File: config.mk
export PLATFORM = sky130hd
export DESIGN_NAME = split_bin_counter
export DESIGN_NICKNAME = d
export VERILOG_FILES = /design/src/rtl/split_bin_counter.sv
export SDC_FILE = /design/constraint.sdc
export NUM_CORES = 1
export LEC_CHECK = 0
export ABC_AREA = 1
export CAP_MARGIN = 5
export CORE_AREA = 5 5 42 44
export CTS_BUF_LIST = sky130_fd_sc_hd__clkbuf_2
export DETAILED_ROUTE_END_ITERATION = 8
export DIE_AREA = 0 0 47 49
export PLACE_DENSITY = 0.66
export REMOVE_ABC_BUFFERS = 1
export SLEW_MARGIN = 20
export SYNTH_ARGS = -nofsm -noshare
export SYNTH_HDL_FRONTEND = slang
export SYNTH_SLANG_ARGS = --single-unit
File: constraint.sdc
create_clock -name clk -period 1.3 [get_ports clk]
set_clock_uncertainty 0.2 [all_clocks]
set_input_delay 0.325 -clock clk [delete_from_list [all_inputs] [get_ports clk]]
set_output_delay 0.325 -clock clk [all_outputs]
set_load 0.005 [all_outputs]
File: src/rtl/split_bin_counter.sv
module split_bin_counter #(
  parameter int HI_W = 3
) (
  input  logic          clk,
  input  logic          mclr_n,
  input  logic          load_n,
  input  logic [HI_W:0] din,
  input  logic          tick0,
  input  logic          tick1,
  output logic [HI_W:0] q
);

  localparam int W = HI_W + 1;

  logic            lo_q;
  logic [HI_W-1:0] hi_q;
  logic            prev0, prev1;
  logic            fall0, fall1;

  assign fall0 = prev0 & ~tick0 & load_n;
  assign fall1 = prev1 & ~tick1 & load_n;

  always_ff @(posedge clk or negedge mclr_n) begin
    if (!mclr_n) begin
      prev0 <= 1'b0;
      prev1 <= 1'b0;
    end else begin
      prev0 <= tick0;
      prev1 <= tick1;
    end
  end

  always_ff @(posedge clk or negedge mclr_n) begin
    if (!mclr_n)      lo_q <= 1'b0;
    else if (!load_n) lo_q <= din[0];
    else if (fall0)   lo_q <= ~lo_q;
  end

  always_ff @(posedge clk or negedge mclr_n) begin
    if (!mclr_n)      hi_q <= '0;
    else if (!load_n) hi_q <= din[HI_W:1];
    else if (fall1)   hi_q <= hi_q + HI_W'(1);
  end

  assign q = !mclr_n ? W'(0) : (!load_n ? din : {hi_q, lo_q});

  p_clear_zero_r1: assert property (@(posedge clk) !mclr_n |-> q == W'(0));

  p_load_follow_r2: assert property (@(posedge clk) disable iff (!mclr_n)
    !load_n |-> q == din);

  p_lo_toggle_r3: assert property (@(posedge clk) disable iff (!mclr_n)
    fall0 |=> (!load_n || q[0] != $past(q[0])));

  p_hi_step_r4: assert property (@(posedge clk) disable iff (!mclr_n)
    fall1 |=> (!load_n || q[HI_W:1] == $past(q[HI_W:1]) + HI_W'(1)));

  p_hold_r5: assert property (@(posedge clk) disable iff (!mclr_n)
    (load_n && !fall0 && !fall1) |=> (!load_n || q == $past(q)));

  p_latch_r6: assert property (@(posedge clk) disable iff (!mclr_n)
    ($rose(load_n) && !fall0 && !fall1) |-> q == $past(din));

endmodule

==> impl_metrics.prom <==
# TYPE chip_impl_metric gauge
chip_impl_metric{name="io-pin-count",unit=""} 13
chip_impl_metric{name="yosysSeqAreaShare",unit="%"} 39.5
chip_impl_info{name="run_status",value="finished with violations"} 1
chip_impl_info{name="timing_worst_setup_path_type",value="flop to output pin"} 1
chip_impl_metric{name="number_of_antenna_violations_at_the_first_check_in_global_routing",unit=""} 0
chip_impl_metric{name="worstSkewPairLatency",unit="ns"} 0.22
chip_impl_info{name="post-synth-top-count-cell",value="sky130_fd_sc_hd__nand2_1"} 1
chip_impl_metric{name="post_synth_instance_area",unit="µm²"} 380
chip_impl_info{name="critical_path.endpoint_type",value="output pin"} 1
chip_impl_metric{name="post_drt_via_cell_ratio",unit=""} 4.37
chip_impl_metric{name="critical_path.max_stage_delay",unit="ns"} 0.39
chip_impl_info{name="synth.top_cells.by_count",value="sky130_fd_sc_hd__nand2_1, sky130_fd_sc_hd__dfrtp_1, sky130_fd_sc_hd__inv_1, sky130_fd_sc_hd__nor2_1, sky130_fd_sc_hd__a21oi_1"} 1
chip_impl_metric{name="place_inst",unit=""} 96
chip_impl_info{name="clk_root_buf",value="sky130_fd_sc_hd__clkbuf_2"} 1
chip_impl_metric{name="total_number_of_clock_tree_sinks",unit=""} 6
chip_impl_info{name="r2r_end",value="hi_q[1]"} 1
chip_impl_metric{name="cp_required",unit="ns"} 0.77
chip_impl_info{name="hold_start",value="prev0"} 1
chip_impl_metric{name="clk_pin_slew",unit="ns"} 0.06
chip_impl_metric{name="effective_utilization_at_floorplan",unit="%"} 27.1
chip_impl_metric{name="drt_pass1_iterations",unit=""} 3
chip_impl_info{name="critPathSlowestCell",value="sky130_fd_sc_hd__dfrtp_1"} 1
chip_impl_metric{name="rows",unit=""} 14
chip_impl_metric{name="syn_inst",unit=""} 53
chip_impl_metric{name="worstPathBufferInverterCount",unit=""} 2
chip_impl_metric{name="fin_crit",unit="ns"} 1.50
chip_impl_metric{name="fp.coreArea",unit="µm²"} 1400
chip_impl_info{name="hold_path_end",value="lo_q"} 1
chip_impl_metric{name="drt_wl_total",unit="µm"} 1090
chip_impl_metric{name="areaGrowthSynthToFinish",unit="%"} 95.7
chip_impl_metric{name="cts-buffers-inserted",unit=""} 3
chip_impl_metric{name="netSwitchingFraction",unit="%"} 30.6
chip_impl_metric{name="detail_route.drc_violations",unit=""} 0
chip_impl_metric{name="wl_per_cell",unit="µm"} 10.1
chip_impl_metric{name="yosysUniqueCellTypes",unit=""} 13
chip_impl_metric{name="grt_max_degree",unit=""} 7
chip_impl_metric{name="io_buffers",unit=""} 12
chip_impl_metric{name="final_min_period_over_clock_period",unit="%"} 115
chip_impl_metric{name="asyncSetResetFlopFracSynth",unit="%"} 100
chip_impl_metric{name="chipHeight",unit="µm"} 49
chip_impl_metric{name="setup_viol",unit=""} 4
chip_impl_metric{name="htreeDepth",unit=""} 1
chip_impl_info{name="synth_flop_cell",value="sky130_fd_sc_hd__dfrtp_1"} 1
chip_impl_metric{name="seq_power_share",unit="%"} 37.1
chip_impl_metric{name="die-area",unit="µm²"} 2300
chip_impl_metric{name="final-max-slew-violation-count",unit=""} 0
chip_impl_metric{name="maxSlewHeadroom",unit="%"} 90.5
chip_impl_metric{name="internal-power",unit="W"} 0.000420
chip_impl_info{name="cp_top_family",value="flip-flops"} 1
chip_impl_metric{name="fin_nets",unit=""} 104
chip_impl_metric{name="globalRouteOverflowTotal",unit=""} 0
chip_impl_metric{name="power.net_switching",unit="W"} 0.000185
chip_impl_metric{name="combinationalPowerShare",unit="%"} 41.9
chip_impl_metric{name="grt_pass1_vias",unit=""} 453
chip_impl_metric{name="route.vias.total",unit=""} 472
chip_impl_metric{name="cap_violations",unit=""} 0
chip_impl_metric{name="number_of_synthesized_flops_with_an_enable_pin",unit=""} 0
chip_impl_info{name="startpoint_type",value="flop"} 1
chip_impl_info{name="tritoncts",value="yes"} 1
chip_impl_info{name="ranking_of_synthesized_cells_by_area",value="sky130_fd_sc_hd__dfrtp_1, sky130_fd_sc_hd__nand2_1, sky130_fd_sc_hd__inv_1, sky130_fd_sc_hd__nor2_1, sky130_fd_sc_hd__a21oi_1"} 1
chip_impl_metric{name="final_hold_viols",unit=""} 0
chip_impl_metric{name="antenna_cells",unit=""} 0
chip_impl_metric{name="grtUsageTotal",unit="%"} 10.5
chip_impl_metric{name="power.static_leakage",unit="nW"} 0.412
chip_impl_metric{name="final_antenna_net_count",unit=""} 0
chip_impl_metric{name="tightest_slew",unit="ns"} 0.143
chip_impl_metric{name="finish.cell_count_without_fillers",unit=""} 108
chip_impl_metric{name="number_of_cells_traversed_by_the_worst_hold_path",unit=""} 3
chip_impl_metric{name="share_clk_of_total_power",unit="%"} 21.0
chip_impl_metric{name="fillerInstances",unit=""} 142
chip_impl_metric{name="yosys.area.top_type_share",unit="%"} 39.5
chip_impl_metric{name="worst-r2r-cell-count",unit=""} 6
chip_impl_info{name="failed_checks",value="setup timing"} 1
chip_impl_info{name="hold_class",value="flop to flop"} 1
chip_impl_metric{name="yosys_warnings",unit=""} 0
chip_impl_metric{name="achievable-frequency",unit="GHz"} 0.667
chip_impl_metric{name="clock_tree.buffer_depth",unit=""} 2
chip_impl_info{name="worstReg2RegStart",value="hi_q[1]"} 1
chip_impl_metric{name="final.setup.worst_slack",unit="ns"} -0.198
chip_impl_metric{name="crit_path_max_fanout",unit=""} 2
chip_impl_metric{name="chipWidth",unit="µm"} 47
chip_impl_metric{name="dp.final_hpwl",unit="µm"} 784
chip_impl_metric{name="routabilityCongestion",unit=""} 0.752
chip_impl_metric{name="synthesized_flop_and_latch_total",unit=""} 6
chip_impl_metric{name="whs",unit="ns"} 0.332
chip_impl_metric{name="critPathArrivalTime",unit="ns"} 0.97
chip_impl_metric{name="syn_area_per_cell",unit="µm²"} 7.18
chip_impl_metric{name="max-vdd-ir-drop",unit="mV"} 0.446
chip_impl_metric{name="drive_above_1_share",unit="%"} 54.3
chip_impl_metric{name="count_of_routing_violations_after_the_opening_detailed_route_iteration",unit=""} 3
chip_impl_metric{name="global_route_wire_length_before_repair",unit="µm"} 1770
chip_impl_info{name="unrepaired_setup_endpoints_after_global_routing",value="true"} 1
chip_impl_info{name="synth_top_cell_by_area",value="sky130_fd_sc_hd__dfrtp_1"} 1
chip_impl_metric{name="power.density",unit="nW/µm²"} 812
chip_impl_info{name="series_of_cell_instances_along_the_critical_path",value="nand2_1 -> inv_2 -> nor2_2 -> nor2_1 -> buf_2"} 1
chip_impl_metric{name="reg2reg_slack",unit="ns"} 0.05
layout by cell type, fill, tap and decap left out, types with 2 or more instances in the layout:
cell type,count
sky130_fd_sc_hd__a21oi_1,2
sky130_fd_sc_hd__a21oi_2,2
sky130_fd_sc_hd__buf_2,4
sky130_fd_sc_hd__buf_4,21
sky130_fd_sc_hd__buf_6,3
sky130_fd_sc_hd__clkbuf_2,3
sky130_fd_sc_hd__clkdlybuf4s50_1,2
sky130_fd_sc_hd__dfrtp_1,6
sky130_fd_sc_hd__dlygate4sd2_1,5
sky130_fd_sc_hd__inv_1,2
sky130_fd_sc_hd__inv_2,4
sky130_fd_sc_hd__nand2_1,18
sky130_fd_sc_hd__nand2_2,5
sky130_fd_sc_hd__nor2_1,4
sky130_fd_sc_hd__nor2_2,2
metrics by stage:
step	setup TNS, ns	power [W]	utilization (%)	worst slack (ns)	cell area [µm²]
finish	-0.550	0.000605	53.1	-0.198	744
global placement	-5.00	0.000421	44.9	-0.924	629
floorplan	0	0.000298	-	0.129	369
CTS	-0.553	0.000583	51.0	-0.188	714
global route	-0.782	0.000655	53.1	-0.256	744
detailed placement	-5.06	0.000423	44.9	-0.925	629
flip-flops by register name (all words and copies together), names as in the netlist:
register	cells
hi_q	3
prev1	1
prev0	1
lo_q	1
cells by family after synthesis:
family | Yosys count | share of synthesized area [%]
buffers and inverters | 8 | 11.8
DFF | 6 | 39.5
and+or+nand+nor | 31 | 32.2
adders and majority gates | 1 | 3.29
AOI/OAI and AO/OA | 7 | 13.2
repair_timing:
item	4_1_cts	5_1_grt
buffers inserted	7	2
endpoints found under the hold margin	6	0
endpoints found under the setup margin	8	7
pin swaps	11	10
cloned	0	0
hold buffers	1	0
resized for setup	38	8
power groups by stage:
stage          Combinational, W  Sequential [W]  Clock (W)
2_1_floorplan         0.0000729        0.000226          0
3_5_place_dp           0.000198        0.000225          0
6_report               0.000254        0.000224   0.000127
3_3_place_gp           0.000196        0.000224          0
4_1_cts                0.000226        0.000223   0.000134
5_1_grt                0.000278        0.000225   0.000153
how the worst max path moves through the flow:
stage | from | to | slack [ns] | depth (start not counted)
after floorplan | hi_q[0] | hi_q[1] | 0.13 | 5
after global routing | hi_q[2] | q[3] | -0.26 | 5
after detailed placement | load_n | q[0] | -0.93 | 6
after global placement | load_n | q[2] | -0.92 | 6
after CTS | hi_q[2] | q[3] | -0.19 | 5
final | hi_q[2] | q[3] | -0.20 | 5
layer usage:
layer	wire [µm]	part of all wire, %	GRT usage [%]	up-vias
met5	0	0	0	-
met4	20	1.8	5.07	0
met3	47	4.3	3.32	4
met2	592	55	17.0	9
met1	426	39	11.9	215
li1	-	-	-	244
tightest hold or removal path, stage by stage (launching register included):
cell and delay, ns:
sky130_fd_sc_hd__dfrtp_1 0.32, sky130_fd_sc_hd__nand2_1 0.06, sky130_fd_sc_hd__nand3_1 0.06, sky130_fd_sc_hd__nand2_1 0.05
final cells by class:
cell class              instances  area, µm²  area share, %
flip-flops and latches          6        150           20.2
clock buffers                   3       15.0           2.02
multi-input cells              39        225           30.3
well taps                      16       20.0           2.69
repair buffers                 37        300           40.3
inverters                       7       33.8           4.54
No activity file was read; power rests on OpenSTA's default activity.
